**src/rtl/pinbank_pkg.sv**
```systemverilog
package pinbank_pkg;
  localparam int unsigned BUS_AW = 8;
  localparam int unsigned BUS_DW = 32;

  typedef enum logic [BUS_AW-1:0] {
    RA_IN3       = 8'h00,
    RA_OUT3_SET  = 8'h04,
    RA_OUT3_CLR  = 8'h08,
    RA_OUT3_ST   = 8'h0C,
    RA_DIR23_SET = 8'h10,
    RA_DIR23_CLR = 8'h14,
    RA_DIR23_ST  = 8'h18,
    RA_IN2       = 8'h1C,
    RA_OUT2_SET  = 8'h20,
    RA_OUT2_CLR  = 8'h24,
    RA_ALT2_SET  = 8'h28,
    RA_ALT2_CLR  = 8'h2C,
    RA_ALT2_ST   = 8'h30,
    RA_IN0       = 8'h40,
    RA_OUT0_SET  = 8'h44,
    RA_OUT0_CLR  = 8'h48,
    RA_OUT0_ST   = 8'h4C,
    RA_DIR0_SET  = 8'h50,
    RA_DIR0_CLR  = 8'h54,
    RA_DIR0_ST   = 8'h58,
    RA_IN1       = 8'h60,
    RA_OUT1_SET  = 8'h64,
    RA_OUT1_CLR  = 8'h68,
    RA_OUT1_ST   = 8'h6C,
    RA_DIR1_SET  = 8'h70,
    RA_DIR1_CLR  = 8'h74,
    RA_DIR1_ST   = 8'h78
  } regaddr_e;

  // Contiguous run of ones: width bits starting at bit lo
  function automatic logic [BUS_DW-1:0] field_mask(input int unsigned width, input int unsigned lo);
    logic [63:0] m;
    m = ((64'd1 << width) - 64'd1) << lo;
    return m[BUS_DW-1:0];
  endfunction
endpackage

```
**src/rtl/pinbank_sync.sv**
```systemverilog
module pinbank_sync #(
  parameter int unsigned W = 8
) (
  input  logic         clk,
  input  logic         rst_n,
  input  logic [W-1:0] d,
  output logic [W-1:0] q
);
  logic [W-1:0] stage1;
  logic [W-1:0] stage2;

  always_ff @(posedge clk or negedge rst_n) begin
    if (!rst_n) begin
      stage1 <= '0;
      stage2 <= '0;
    end else begin
      stage1 <= d;
      stage2 <= stage1;
    end
  end

  assign q = stage2;

  // Edges seen since reset, saturating at two; gates the latency check
  logic [1:0] warm;
  always_ff @(posedge clk or negedge rst_n) begin
    if (!rst_n) warm <= '0;
    else if (warm != 2'd2) warm <= warm + 2'd1;
  end

  AST_SYNC_TWO_EDGES: assert property (@(posedge clk) disable iff (!rst_n)
    (warm == 2'd2) |-> (q == $past(d, 2)));
endmodule

```
**src/rtl/pinbank_screg.sv**
```systemverilog
module pinbank_screg #(
  parameter int unsigned W    = 8,
  parameter logic [W-1:0] MASK = '1
) (
  input  logic         clk,
  input  logic         rst_n,
  input  logic         set_we,
  input  logic         clr_we,
  input  logic [W-1:0] wdata,
  output logic [W-1:0] q
);
  logic [W-1:0] raise;
  logic [W-1:0] lower;

  assign raise = set_we ? (wdata & MASK) : '0;
  assign lower = clr_we ? wdata : '0;

  always_ff @(posedge clk or negedge rst_n) begin
    if (!rst_n) q <= '0;
    else        q <= (q | raise) & ~lower & MASK;
  end

  AST_SET_RAISES: assert property (@(posedge clk) disable iff (!rst_n)
    set_we |=> ((q & $past(wdata & MASK)) == $past(wdata & MASK)));
  AST_SET_KEEPS_OTHERS: assert property (@(posedge clk) disable iff (!rst_n)
    set_we |=> ((q & ~$past(wdata)) == ($past(q) & ~$past(wdata))));
  AST_CLR_LOWERS: assert property (@(posedge clk) disable iff (!rst_n)
    clr_we |=> ((q & $past(wdata)) == '0));
  AST_IDLE_HOLDS: assert property (@(posedge clk) disable iff (!rst_n)
    (!set_we && !clr_we) |=> $stable(q));
endmodule

```
**src/rtl/pinbank_ctrl.sv**
```systemverilog
module pinbank_ctrl
  import pinbank_pkg::*;
#(
  parameter int unsigned P0_W       = 8,
  parameter int unsigned P1_W       = 24,
  parameter int unsigned P2_W       = 13,
  parameter int unsigned P3_W       = 6,
  parameter int unsigned GPI_W      = 29,
  parameter int unsigned GPO_W      = 24,
  parameter int unsigned P3_OUT_LO  = 25,
  parameter int unsigned P3_IN_LO   = 10,
  parameter int unsigned P3_IN_LAST = 24
) (
  input  logic              clk,
  input  logic              rst_n,
  input  logic [BUS_AW-1:0] bus_addr,
  input  logic              bus_we,
  input  logic [BUS_DW-1:0] bus_wdata,
  output logic [BUS_DW-1:0] bus_rdata,
  input  logic [P0_W-1:0]   p0_in,
  output logic [P0_W-1:0]   p0_lvl,
  output logic [P0_W-1:0]   p0_oe,
  input  logic [P1_W-1:0]   p1_in,
  output logic [P1_W-1:0]   p1_lvl,
  output logic [P1_W-1:0]   p1_oe,
  input  logic [P2_W-1:0]   p2_in,
  output logic [P2_W-1:0]   p2_lvl,
  output logic [P2_W-1:0]   p2_oe,
  output logic [P2_W-1:0]   p2_alt,
  input  logic [P3_W-1:0]   p3_in,
  output logic [P3_W-1:0]   p3_lvl,
  output logic [P3_W-1:0]   p3_oe,
  input  logic [GPI_W-1:0]  gpi_in,
  output logic [GPO_W-1:0]  gpo_lvl
);
  localparam int unsigned SYNC_W = P0_W + P1_W + P2_W + P3_W + GPI_W;
  localparam int unsigned OFS_P1 = P0_W;
  localparam int unsigned OFS_P2 = OFS_P1 + P1_W;
  localparam int unsigned OFS_P3 = OFS_P2 + P2_W;
  localparam int unsigned OFS_GI = OFS_P3 + P3_W;
  localparam logic [BUS_DW-1:0] OUT3_MASK  = field_mask(GPO_W, 0) | field_mask(P3_W, P3_OUT_LO);
  localparam logic [BUS_DW-1:0] DIR23_MASK = field_mask(P2_W, 0) | field_mask(P3_W, P3_OUT_LO);

  // ---------------- input synchronization ----------------
  logic [SYNC_W-1:0] pads_raw, pads_s;
  logic [P0_W-1:0]   p0_s;
  logic [P1_W-1:0]   p1_s;
  logic [P2_W-1:0]   p2_s;
  logic [P3_W-1:0]   p3_s;
  logic [GPI_W-1:0]  gpi_s;

  assign pads_raw = {gpi_in, p3_in, p2_in, p1_in, p0_in};

  pinbank_sync #(.W(SYNC_W)) u_sync (
    .clk(clk), .rst_n(rst_n), .d(pads_raw), .q(pads_s)
  );

  assign p0_s  = pads_s[OFS_P1-1:0];
  assign p1_s  = pads_s[OFS_P2-1:OFS_P1];
  assign p2_s  = pads_s[OFS_P3-1:OFS_P2];
  assign p3_s  = pads_s[OFS_GI-1:OFS_P3];
  assign gpi_s = pads_s[SYNC_W-1:OFS_GI];

  // Shared input word: input-only pins, overlaid by the scattered port 3 bits
  logic [BUS_DW-1:0] in3_word;
  always_comb begin
    in3_word = '0;
    in3_word[GPI_W-1:0] = gpi_s;
    for (int k = 0; k < int'(P3_W) - 1; k++) in3_word[P3_IN_LO + k] = p3_s[k];
    in3_word[P3_IN_LAST] = p3_s[P3_W-1];
  end

  // ---------------- write strobes ----------------
  function automatic logic hit(input logic [BUS_AW-1:0] a, input regaddr_e r);
    return bus_we && (a == r);
  endfunction

  // ---------------- latches ----------------
  logic [P0_W-1:0]   out0_q, dir0_q;
  logic [P1_W-1:0]   out1_q, dir1_q;
  logic [P2_W-1:0]   out2_q, alt2_q;
  logic [BUS_DW-1:0] out3_q, dir23_q;

  pinbank_screg #(.W(P0_W)) u_out0 (.clk(clk), .rst_n(rst_n),
    .set_we(hit(bus_addr, RA_OUT0_SET)), .clr_we(hit(bus_addr, RA_OUT0_CLR)),
    .wdata(bus_wdata[P0_W-1:0]), .q(out0_q));
  pinbank_screg #(.W(P0_W)) u_dir0 (.clk(clk), .rst_n(rst_n),
    .set_we(hit(bus_addr, RA_DIR0_SET)), .clr_we(hit(bus_addr, RA_DIR0_CLR)),
    .wdata(bus_wdata[P0_W-1:0]), .q(dir0_q));
  pinbank_screg #(.W(P1_W)) u_out1 (.clk(clk), .rst_n(rst_n),
    .set_we(hit(bus_addr, RA_OUT1_SET)), .clr_we(hit(bus_addr, RA_OUT1_CLR)),
    .wdata(bus_wdata[P1_W-1:0]), .q(out1_q));
  pinbank_screg #(.W(P1_W)) u_dir1 (.clk(clk), .rst_n(rst_n),
    .set_we(hit(bus_addr, RA_DIR1_SET)), .clr_we(hit(bus_addr, RA_DIR1_CLR)),
    .wdata(bus_wdata[P1_W-1:0]), .q(dir1_q));
  pinbank_screg #(.W(P2_W)) u_out2 (.clk(clk), .rst_n(rst_n),
    .set_we(hit(bus_addr, RA_OUT2_SET)), .clr_we(hit(bus_addr, RA_OUT2_CLR)),
    .wdata(bus_wdata[P2_W-1:0]), .q(out2_q));
  pinbank_screg #(.W(P2_W)) u_alt2 (.clk(clk), .rst_n(rst_n),
    .set_we(hit(bus_addr, RA_ALT2_SET)), .clr_we(hit(bus_addr, RA_ALT2_CLR)),
    .wdata(bus_wdata[P2_W-1:0]), .q(alt2_q));
  pinbank_screg #(.W(BUS_DW), .MASK(OUT3_MASK)) u_out3 (.clk(clk), .rst_n(rst_n),
    .set_we(hit(bus_addr, RA_OUT3_SET)), .clr_we(hit(bus_addr, RA_OUT3_CLR)),
    .wdata(bus_wdata), .q(out3_q));
  pinbank_screg #(.W(BUS_DW), .MASK(DIR23_MASK)) u_dir23 (.clk(clk), .rst_n(rst_n),
    .set_we(hit(bus_addr, RA_DIR23_SET)), .clr_we(hit(bus_addr, RA_DIR23_CLR)),
    .wdata(bus_wdata), .q(dir23_q));

  // ---------------- pad drive ----------------
  assign p0_lvl  = out0_q;
  assign p0_oe   = dir0_q;
  assign p1_lvl  = out1_q;
  assign p1_oe   = dir1_q;
  assign p2_lvl  = out2_q;
  assign p2_oe   = dir23_q[P2_W-1:0];
  assign p2_alt  = alt2_q;
  assign p3_lvl  = out3_q[P3_OUT_LO +: P3_W];
  assign p3_oe   = dir23_q[P3_OUT_LO +: P3_W];
  assign gpo_lvl = out3_q[GPO_W-1:0];

  // ---------------- read path ----------------
  logic [BUS_DW-1:0] rd_next;
  always_comb begin
    case (bus_addr)
      RA_IN3:      rd_next = in3_word;
      RA_OUT3_ST:  rd_next = out3_q;
      RA_DIR23_ST: rd_next = dir23_q;
      RA_IN2:      rd_next = BUS_DW'(p2_s);
      RA_ALT2_ST:  rd_next = BUS_DW'(alt2_q);
      RA_IN0:      rd_next = BUS_DW'(p0_s);
      RA_OUT0_ST:  rd_next = BUS_DW'(out0_q);
      RA_DIR0_ST:  rd_next = BUS_DW'(dir0_q);
      RA_IN1:      rd_next = BUS_DW'(p1_s);
      RA_OUT1_ST:  rd_next = BUS_DW'(out1_q);
      RA_DIR1_ST:  rd_next = BUS_DW'(dir1_q);
      default:     rd_next = '0;
    endcase
  end

  always_ff @(posedge clk or negedge rst_n) begin
    if (!rst_n) bus_rdata <= '0;
    else        bus_rdata <= rd_next;
  end

  logic addr_is_strobe;
  assign addr_is_strobe = (bus_addr == RA_OUT3_SET)  || (bus_addr == RA_OUT3_CLR)  ||
                          (bus_addr == RA_DIR23_SET) || (bus_addr == RA_DIR23_CLR) ||
                          (bus_addr == RA_OUT2_SET)  || (bus_addr == RA_OUT2_CLR)  ||
                          (bus_addr == RA_ALT2_SET)  || (bus_addr == RA_ALT2_CLR)  ||
                          (bus_addr == RA_OUT0_SET)  || (bus_addr == RA_OUT0_CLR)  ||
                          (bus_addr == RA_DIR0_SET)  || (bus_addr == RA_DIR0_CLR)  ||
                          (bus_addr == RA_OUT1_SET)  || (bus_addr == RA_OUT1_CLR)  ||
                          (bus_addr == RA_DIR1_SET)  || (bus_addr == RA_DIR1_CLR);

  AST_STROBE_READS_ZERO: assert property (@(posedge clk) disable iff (!rst_n)
    addr_is_strobe |=> (bus_rdata == '0));
  AST_P3_DIR_SHARED: assert property (@(posedge clk) disable iff (!rst_n)
    (bus_we && bus_addr == RA_DIR23_SET) |=>
      ((p3_oe & $past(bus_wdata[P3_OUT_LO +: P3_W])) == $past(bus_wdata[P3_OUT_LO +: P3_W])));
  AST_GPO_CLEARED: assert property (@(posedge clk) disable iff (!rst_n)
    (bus_we && bus_addr == RA_OUT3_CLR) |=> ((gpo_lvl & $past(bus_wdata[GPO_W-1:0])) == '0));
endmodule

```
**config.mk**
```make
export PLATFORM = sky130hd
export DESIGN_NAME = pinbank_ctrl
export DESIGN_NICKNAME = d
export VERILOG_FILES = /design/src/rtl/pinbank_pkg.sv /design/src/rtl/pinbank_sync.sv /design/src/rtl/pinbank_screg.sv /design/src/rtl/pinbank_ctrl.sv
export SDC_FILE = /design/constraint.sdc
export NUM_CORES = 1
export LEC_CHECK = 0
export BUFFER_PORTS_ARGS = -buffer_cell sky130_fd_sc_hd__buf_2
export CAP_MARGIN = 20
export CORE_UTILIZATION = 48
export CTS_BUF_LIST = sky130_fd_sc_hd__clkbuf_4 sky130_fd_sc_hd__clkbuf_8
export CTS_CLUSTER_DIAMETER = 80
export DETAILED_ROUTE_END_ITERATION = 8
export PLACE_DENSITY = 0.81
export SYNTH_ARGS = -nofsm -noshare
export SYNTH_HDL_FRONTEND = slang
export SYNTH_HIERARCHICAL = 1
export SYNTH_SLANG_ARGS = --single-unit
```
**constraint.sdc**
```tcl
create_clock -name clk -period 2.59 [get_ports clk]
set_clock_uncertainty 0.05 [all_clocks]
set_input_delay 0 -clock clk [delete_from_list [all_inputs] [get_ports clk]]
set_output_delay 0 -clock clk [all_outputs]
set_load 0.01 [all_outputs]
```
# After elaboration in Yosys (flattened, before gate mapping)
# Cells that the tools add are included.
# Widths: inputs -> output; s select.
totals:
  regBits: 331
  input_bits: 123
  out_inout_bits: 171
  elab_cells: 95
classes:
  eq_ne: 26
  mux: 17
  bitwise_logic: 24
  n_reduce_logical: 17
op_table:
  columns: ["op", "n"]
  rows:
  - ["$pmux 31 s11", 1]
  - ["$mux 31", 4]
  - ["$eq 8x7->1 const B", 14]
  - ["$mux 24", 4]
  - ["$and 31x31->31", 2]
  - ["$not 31->31", 2]
  - ["$or 31x31->31", 2]
  - ["$mux 13", 4]
  - ["$and 24x24->24", 2]
  - ["$not 24->24", 2]
  - ["$or 24x24->24", 2]
  - ["$eq 8x6->1 const B", 5]
  - ["$eq 8x5->1 const B", 4]
  - ["$mux 8", 4]
  - ["$and 13x13->13", 2]
  - ["$not 13->13", 2]
  - ["$or 13x13->13", 2]
  - ["$and 8x8->8", 2]
  - ["$eq 8x4->1 const B", 2]
  - ["$logic_and 1x1->1", 16]
  - ["$not 8->8", 2]
  - ["$or 8x8->8", 2]
  - ["$eq 8x3->1 const B", 1]
  - ["$logic_not 8->1", 1]

# Longest topological paths before layout
# Gate-level depths: netlist of the first run.
logic_depth:
  depth_word: 5
  mapped_depth: 8

# Modules after synthesis
# The synthesis of the first run kept the hierarchy.
modules_own_cells:
  columns: ["mod", "n_inst", "cells_each", "area_per_inst_um2"]
  rows:
  - ["pinbank_sync", 1, 160, 4003.8]
  - ["pinbank_ctrl", 1, 330, 2907.8]
  - ["pinbank_screg at u_dir1 ...", 2, 76, 873.3]
  - ["pinbank_screg at u_out3", 1, 99, 1118.6]
  - ["pinbank_screg at u_alt2 ...", 2, 41, 471.7]
  - ["pinbank_screg at u_dir23", 1, 75, 895.9]
  - ["pinbank_screg at u_dir0 ...", 2, 26, 356.6]

# Worst setup path after synthesis of the first run
# Ideal clock, no wire load.
synth_path:
  path_type: "input port to flip-flop"
  start: "input bus_addr[2]"
  end: "register u_out1.q[10]"
  setup_time_ps: 126
  arrival_ps: 1436
  t_required_ps: 2414
  slack_ps: 978
  stages: 6
  path_cell_list: "buf_6 > nor4b_1 > nand2_1 > nor2_1 > buf_2 > a21oi_1"
synth_via:
  elab_chain_cells: 5
synth_lines:
  columns: ["element", "line_no", "rtl"]
  rows:
  - ["from (decl)", "pinbank_ctrl.sv:16", "input logic [BUS_AW-1:0] bus_addr,"]
  - ["$eq 8x7->1", null, null]
  - ["$logic_and 1x1->1", "pinbank_ctrl.sv:75", "return bus_we && (a == r);"]
  - ["$mux 24, on equally long branches", "pinbank_screg.sv:15, pinbank_screg.sv:16", null]
  - ["$or 24x24->24 / $not 24->24 (equally long branches)", "pinbank_screg.sv:20", "else q <= (q | raise) & ~lower & MASK;"]
  - ["$and 24x24->24 (*)", "pinbank_screg.sv:20", null]
  - ["to (signal assigned)", "pinbank_screg.sv:20", null]
  - ["to (decl)", "pinbank_screg.sv:10", "output logic [W-1:0] q"]
# Every way passes the cells marked *; elsewhere a longest branch is shown, timed or not.

# Worst setup path in the final report of the first run
layout_path:
  start: "input bus_addr[7]"
  end: "register u_dir23.q[30]"
layout_via:
  elab_chain_cells: 5
layout_lines:
  columns: ["element", "line_no"]
  rows:
  - ["$eq 8x5->1", null]
  - ["$logic_and 1x1->1", "pinbank_ctrl.sv:75"]
  - ["$mux 31, on equally long branches", "pinbank_screg.sv:15, pinbank_screg.sv:16"]
  - ["$or 31x31->31 / $not 31->31 (equally long branches)", "pinbank_screg.sv:20"]
  - ["$and 31x31->31 (*)", "pinbank_screg.sv:20"]
  - ["to (signal assigned)", "pinbank_screg.sv:20"]
  - ["to (decl)", "pinbank_screg.sv:10"]
# Marked as above.

==> results of run 1 <==
-- placed cells by master (no fill, tap or decap), types with 15 or more instances in the layout --
cell and instances:
sky130_fd_sc_hd__a21oi_2 52, sky130_fd_sc_hd__buf_4 47, sky130_fd_sc_hd__a21oi_1 233, sky130_fd_sc_hd__clkbuf_4 18, sky130_fd_sc_hd__dfrtp_1 319, sky130_fd_sc_hd__a22o_1 31, sky130_fd_sc_hd__buf_2 284, sky130_fd_sc_hd__dlygate4sd3_1 163
sky130_fd_sc_hd__nor2_1 16, sky130_fd_sc_hd__a22oi_1 47, sky130_fd_sc_hd__clkbuf_8 63, sky130_fd_sc_hd__nand2_1 33, sky130_fd_sc_hd__conb_1 15
-- per-stage QoR --
stage / worst slack [ns] / cell area (sq um) / total power [uW] / util
after floorplan: 0.9780 / 12080 / 5710 / -
after global placement: 0.5413 / 13860 / 6177 / 0.5667
after detailed placement: 0.4179 / 13860 / 6210 / 0.5667
after CTS: 0.5892 / 16600 / 10930 / 0.6786
after global routing: 0.4938 / 16600 / 11340 / 0.6787
final: 0.5269 / 16600 / 10970 / 0.6787
-- layout make-up --
type                            instances  area, sq um
Sequential cell                       319         7983
Fill cell                            1650         7860
Multi-Input combinational cell        558         3602
Timing Repair Buffer                  499         3501
Clock buffer                           81         1002
Tap cell                              324        405.4
Clock inverter                          9        102.6
Inverter                                1        3.754
Antenna cell                            1        2.502
-- power by group through the flow --
stage	Clock, uW	Sequential (uW)	Combinational, uW
3_3_place_gp	0	5420	761
6_report	4590	5350	1020
2_1_floorplan	0	5440	267
4_1_cts	4610	5340	978
3_5_place_dp	0	5430	783
5_1_grt	4890	5370	1090
-- timing repair --
action	CTS	global route
gates resized for setup	0	0
hold endpoints to repair	505	0
hold buffers	163	0
-- state kept, by name, summed over array words and instances, names as in the netlist --
register / cells
u_sync/q: 74
u_sync/stage1: 74
bus_rdata: 32
u_out3/q: 30
u_dir1/q: 24
u_out1/q: 24
u_dir23/q: 19
u_alt2/q: 13
u_out2/q: 13
u_dir0/q: 8
u_out0/q: 8
-- path summary, 6_finish.rpt --
| check | startpoint | end | slack (ns) |
|---|---|---|---|
| setup / recovery | bus_addr[7] | u_dir23/q[30]$_DFF_PN0_ | 0.53 |
| hold / removal | p1_in[18] | u_sync/stage1[26]$_DFF_PN0_ | 0.03 |
| max in group asynchronous | rst_n | u_dir23/q[25]$_DFF_PN0_ | 1.06 |
| setup reg to reg | u_dir23/q[2]$_DFF_PN0_ | bus_rdata[2]$_DFF_PN0_ | 1.07 |
| min in group asynchronous | rst_n | u_sync/q[54]$_DFF_PN0_ | 0.46 |
| hold reg to reg | u_sync/stage1[71]$_DFF_PN0_ | u_sync/q[71]$_DFF_PN0_ | 0.30 |
-- per-layer routing --
| layer | part of all wire | wire (um) | up-vias |
|---|---|---|---|
| met5 | 0 | 0 | - |
| met4 | 0.055 | 2291 | 0 |
| met1 | 0.36 | 15060 | 5151 |
| li1 | - | - | 4413 |
| met3 | 0.10 | 4164 | 176 |
| met2 | 0.48 | 19960 | 749 |
==> metrics.txt, run 1 <==
count of endpoints failing setup in the final report=0; combined buffer and inverter count along the critical path=3; Net Sw Frac=0.2499; CP peak stage delay=roughly 0.75 ns; width of the chip=around 160 um; Iter 0 DRT Violations=between 1000 and 1500; Mean Syn Cell Area=around 13 sq um; die height=around 160 um; clk sink count=319; layout overhead on the synthesized area=38.02%; CTS root buffer=sky130_fd_sc_hd__clkbuf_8; max-capacitance violation count=0; number of port buffers=around 290; switching power=2741 uW; I/O pin count=slightly below 300; global routing usage on met1=0.3988; Hold/Removal Path Class=input port to register; wire length of the first global-routing pass=around 63 mm; post-CTS setup-driven buffer insertion count=0; Std-Cell Core Area=24460 sq um; final period demand of the worst path=roughly 2.1 ns; worst-margin pin slew=around 0.93 ns; proportion of power drawn by the clock network=0.419; Final GP Congestion=0.9246; run status=finished clean; worst hold path depth=2; Worst Setup Path Type=input port to register; Critical Path Stages=7; maximum achievable frequency=~480 MHz; met3 Use GR=0.08445; routing layer with the top usage in global route=met2; final hold slack=roughly 0.025 ns; Worst slew margin=0.3765; total via count in the routed design=10490; setup repair after global routing missed its margin=no; Antenna Nets Post-Route=0; pin count of the biggest net entering global routing=90; Bufs on Longest Clock Path=3; cell area after synthesis=approximately 12000 sq um; detailed-placement wirelength estimate=25.00 mm; Pins Over Slew Limit=0; Initial Util=0.4917; sum of negative setup slack=0 ns; clock transition at the register clock pins on the worst setup and hold paths after CTS=roughly 0.06 ns; part of the cycle the worst path needs=0.7966; layout cells sized above 1=0.3463; GR Util met2=0.5219; worst-path fanout max=15; post-route DRC violation count=0; Detailed Route WL=roughly 41 mm; WL per Instance=23.14 um; Internal=approximately 8000 uW; # nets final=around 1600; vias per cell=5.853; # rows=57; die outline area=~26000 sq um; depth of the most critical reg-to-reg path=4; hold violation count in the final report=0; CTS H-tree lvls=2; CTS tree=built; kind of start point of the critical path=input port; count of TritonRoute iterations in the first routing pass=6; Final Non-Filler Cells=approximately 1800; antenna violations before repair=1; number of global-route vias before repair=about 11000; Worst IR Drop VDD=524.5 uV; chain of cells forming the critical path=dlygate4sd3_1 -> buf_2 -> or4b_1 -> nor2_2 -> buf_4 -> a21oi_1 -> a21oi_1; combinational share of power=0.093; number of buffers inserted during clock tree synthesis=50; Top delay family on crit path=simple AND/OR/NAND/NOR gates; insertion delay to the later sink of the worst-skew pair=slightly above 0.6 ns; cell leakage power=a little over 0.008 uW; data arrival time of the critical path=2.53 ns; critical path capture point type=register; dpl cells=between 1500 and 2000; global-route usage over all layers=0.3229; share of power burned in registers=0.488; slowest CP cell=sky130_fd_sc_hd__or4b_1; number of warning messages in the yosys log=6; instance count of the mapped netlist=about 940; grt ovf=0; crit-path most repeated cell=sky130_fd_sc_hd__a21oi_1; power density over the cells=about 660 nW/um^2; critical path data required time=3.05 ns
No activity file was read; power rests on OpenSTA's default activity.
==> run 2, diff against run 1 <==
--- a/config.mk
+++ b/config.mk
@@ -5,13 +5,14 @@
 export SDC_FILE = /design/constraint.sdc
 export NUM_CORES = 1
 export LEC_CHECK = 0
+export ABC_AREA = 1
 export BUFFER_PORTS_ARGS = -buffer_cell sky130_fd_sc_hd__buf_2
 export CAP_MARGIN = 20
 export CORE_UTILIZATION = 48
 export CTS_BUF_LIST = sky130_fd_sc_hd__clkbuf_4 sky130_fd_sc_hd__clkbuf_8
 export CTS_CLUSTER_DIAMETER = 80
 export DETAILED_ROUTE_END_ITERATION = 8
-export PLACE_DENSITY = 0.81
+export PLACE_DENSITY = 0.79
 export SYNTH_ARGS = -nofsm -noshare
 export SYNTH_HDL_FRONTEND = slang
 export SYNTH_HIERARCHICAL = 1
==> constraint.sdc (replaced) <==
create_clock -name clk -period 2.15 [get_ports clk]
set_clock_uncertainty 0.05 [all_clocks]
set_input_delay 0 -clock clk [delete_from_list [all_inputs] [get_ports clk]]
set_output_delay 0 -clock clk [all_outputs]
set_load 0.01 [all_outputs]
==> run 2 against run 1 <==
Effect of this change: combinational power grew 12%; sequential cell count stayed put; sequential power increased by 20%; via count increased by 20%; non-clock buffer count fell by 37; hold slack worse by 0.013 ns.
==> metrics.txt, run 2 <==
Hold/Removal Path Class=input port to register; Bufs on Longest Clock Path=3 (unchanged); I/O pin count=294 (unchanged); Iter 0 DRT Violations=1154 (-3.2%); maximum achievable frequency=roughly 500 MHz; count of endpoints failing setup in the final report=0 (unchanged); Final Non-Filler Cells=2584 (+44%); number of warning messages in the yosys log=6 (unchanged); width of the chip=171.1 um (+6.8%); cells resized by post-CTS repair=0 (unchanged); WL per Instance=17.13 um (-26%); # rows=61 (+7.0%); die outline area=29290 sq um (+14%); cell leakage power=0.009808 uW (+19%); kind of start point of the critical path=input port; switching power=3300 uW (+20%); post-placement cell area=15560 sq um (+12%); most frequent cells in the layout=sky130_fd_sc_hd__nand2_1, sky130_fd_sc_hd__dfrtp_1, sky130_fd_sc_hd__inv_1, sky130_fd_sc_hd__buf_2, sky130_fd_sc_hd__dlygate4sd3_1; CTS tree=built; Detailed Route WL=44.28 mm (+6.8%); CP peak stage delay=0.62 ns (-0.13 ns); sum of negative setup slack=0 ns (unchanged); number of global-route vias before repair=12640 (+18%); worst-path fanout max=14 (-1); insertion delay to the later sink of the worst-skew pair=0.59 ns (-0.02 ns); worst-margin pin slew=0.7784 ns (-0.1534 ns); die height=171.1 um (+6.8%); proportion of power drawn by the clock network=0.439 (+0.020); Std-Cell Core Area=27930 sq um (+14%); Antenna Nets Post-Route=0 (unchanged); setup repair after global routing missed its margin=no; instance count of the mapped netlist=1700 (+81%); # nets final=2286 (+47%); power density over the cells=743.4 nW/um^2 (+13%); clock transition at the register clock pins on the worst setup and hold paths after CTS=0.06 ns (about the same); most common cell after layout, fill and taps aside=sky130_fd_sc_hd__nand2_1; combinational share of power=0.084 (-0.009); layout cells sized above 1=0.2182 (-0.1280); Initial Util=0.4916 (about the same); part of the cycle the worst path needs=0.9352; run status=finished clean; data arrival time of the critical path=2.47 ns (-0.06 ns); antenna violations before repair=3 (+2); number of port buffers=285 (unchanged); CTS H-tree lvls=2 (unchanged); Worst slew margin=0.4791 (+0.1026); Mean Syn Cell Area=8.078 sq um (-37%); Net Sw Frac=0.2441 (-0.005891); CTS Hold Buffers Added=140 (-14%); crit-path most repeated cell=sky130_fd_sc_hd__nand2_1; wire length of the first global-routing pass=66.57 mm (+6.2%); cell area after synthesis=13730 sq um (+14%); CTS root buffer=sky130_fd_sc_hd__clkbuf_8; total via count in the routed design=12580 (+20%); layout overhead on the synthesized area=32.43%; post-CTS setup-driven buffer insertion count=0 (unchanged); critical path data required time=2.61 ns (-0.44 ns); final hold slack=0.01213 ns (-0.01289 ns); slowest CP cell=sky130_fd_sc_hd__dlygate4sd3_1; finished layout cell area=18190 sq um (+9.5%); final period demand of the worst path=2.011 ns; global-route usage over all layers=0.3031 (-0.01985); pin count of the biggest net entering global routing=69 (-23%); max-capacitance violation count=0 (unchanged); share of power burned in registers=0.477 (-0.011); Internal=10220 uW (+24%); count of TritonRoute iterations in the first routing pass=5 (-1); chain of cells forming the critical path=dlygate4sd3_1 -> buf_2 -> nor2_2 -> dlygate4sd3_1 -> nand3_1 -> nor2_4 -> nand2_1 -> nand2_1 -> nor2_1 -> nand2_1; clk sink count=319 (unchanged); grt ovf=0 (unchanged); detailed-placement wirelength estimate=26.85 mm (+7.4%); Worst Setup Path Type=input port to register; Final GP Congestion=0.8776 (-5.1%); dpl cells=2346 (+53%); vias per cell=4.868 (-17%); critical path capture point type=register; hold violation count in the final report=0 (unchanged); number of buffers inserted during clock tree synthesis=53 (+6.0%); largest registers=u_sync/q (74), u_sync/stage1 (74), bus_rdata (32); Pins Over Slew Limit=0 (unchanged); Worst IR Drop VDD=586.6 uV (+12%); post-route DRC violation count=0 (unchanged)
[run 2: changes by cell type in the layout (fill, tap and decap cells not counted), sizes merged, moves of 9 or more]
| cell | before | now |
|---|---|---|
| a21oi | 285 | 0 |
| a22o | 31 | 3 |
| a22oi | 47 | 0 |
| buf | 336 | 323 |
| dlygate4sd3 | 163 | 139 |
| inv | 4 | 322 |
| mux2 | 10 | 0 |
| mux2i | 9 | 0 |
| nand2 | 33 | 744 |
| nand3 | 2 | 122 |
| nor2 | 28 | 118 |
| o21ai | 10 | 0 |
[run 2: area by class of cell]
class / count / area [sq um]
clock buffers: 87 / 1104
multi-input cells: 1005 / 4091
diodes: 2 / 5.005
fillers: 2156 / 9747
inverters: 322 / 1211
repair buffers: 462 / 3221
flip-flops and latches: 319 / 7983
clock inverters: 9 / 100.1
well taps: 378 / 473.0
[run 2: stage by stage]
step / total power, uW / utilization / setup slack [ns]
4_1_cts: 13530 / 0.6509 / 0.1627
3_5_place_dp: 7445 / 0.5570 / 0.3927
6_report: 13520 / 0.6511 / 0.1393
5_1_grt: 14010 / 0.6511 / 0.07676
3_3_place_gp: 7402 / 0.5570 / 0.4958
2_1_floorplan: 6859 / - / 0.7473
[run 2: power by group through the flow]
stage | clock, uW | combinational, uW | sequential (uW)
after floorplan | 0 | 287 | 6570
after global placement | 0 | 876 | 6530
after detailed placement | 0 | 905 | 6540
after CTS | 5980 | 1120 | 6430
after global routing | 6290 | 1250 | 6460
final | 5940 | 1140 | 6440
[run 2: worst paths after layout]
path | endpoint | slack, ns | from | depth (start not counted)
min | u_sync/stage1[54]$_DFF_PN0_ | 0.01 | gpi_in[3] | 2
max reg2reg | bus_rdata[6]$_DFF_PN0_ | 1.07 | u_dir0/q[6]$_DFF_PN0_ | 4
min in group asynchronous | u_out1/q[7]$_DFF_PN0_ | 0.04 | rst_n | 3
min reg2reg | u_sync/q[31]$_DFF_PN0_ | 0.29 | u_sync/stage1[31]$_DFF_PN0_ | 0
max in group asynchronous | u_sync/stage1[12]$_DFF_PN0_ | 1.61 | rst_n | 3
max | bus_rdata[11]$_DFF_PN0_ | 0.14 | bus_addr[0] | 10
[run 2: critical path: cells and delay by family]
family        cells  cell delay [ns]
simple gates      7             1.15
buf+inv           3             1.32
[run 2: layer usage]
metal  vias up  track usage  share of wire
li1       5823            -              -
met1      5941       0.3408           0.37
met2       660       0.5182           0.49
met3       152      0.08698          0.093
met4         2       0.1654          0.049
met5         -            0        0.00023
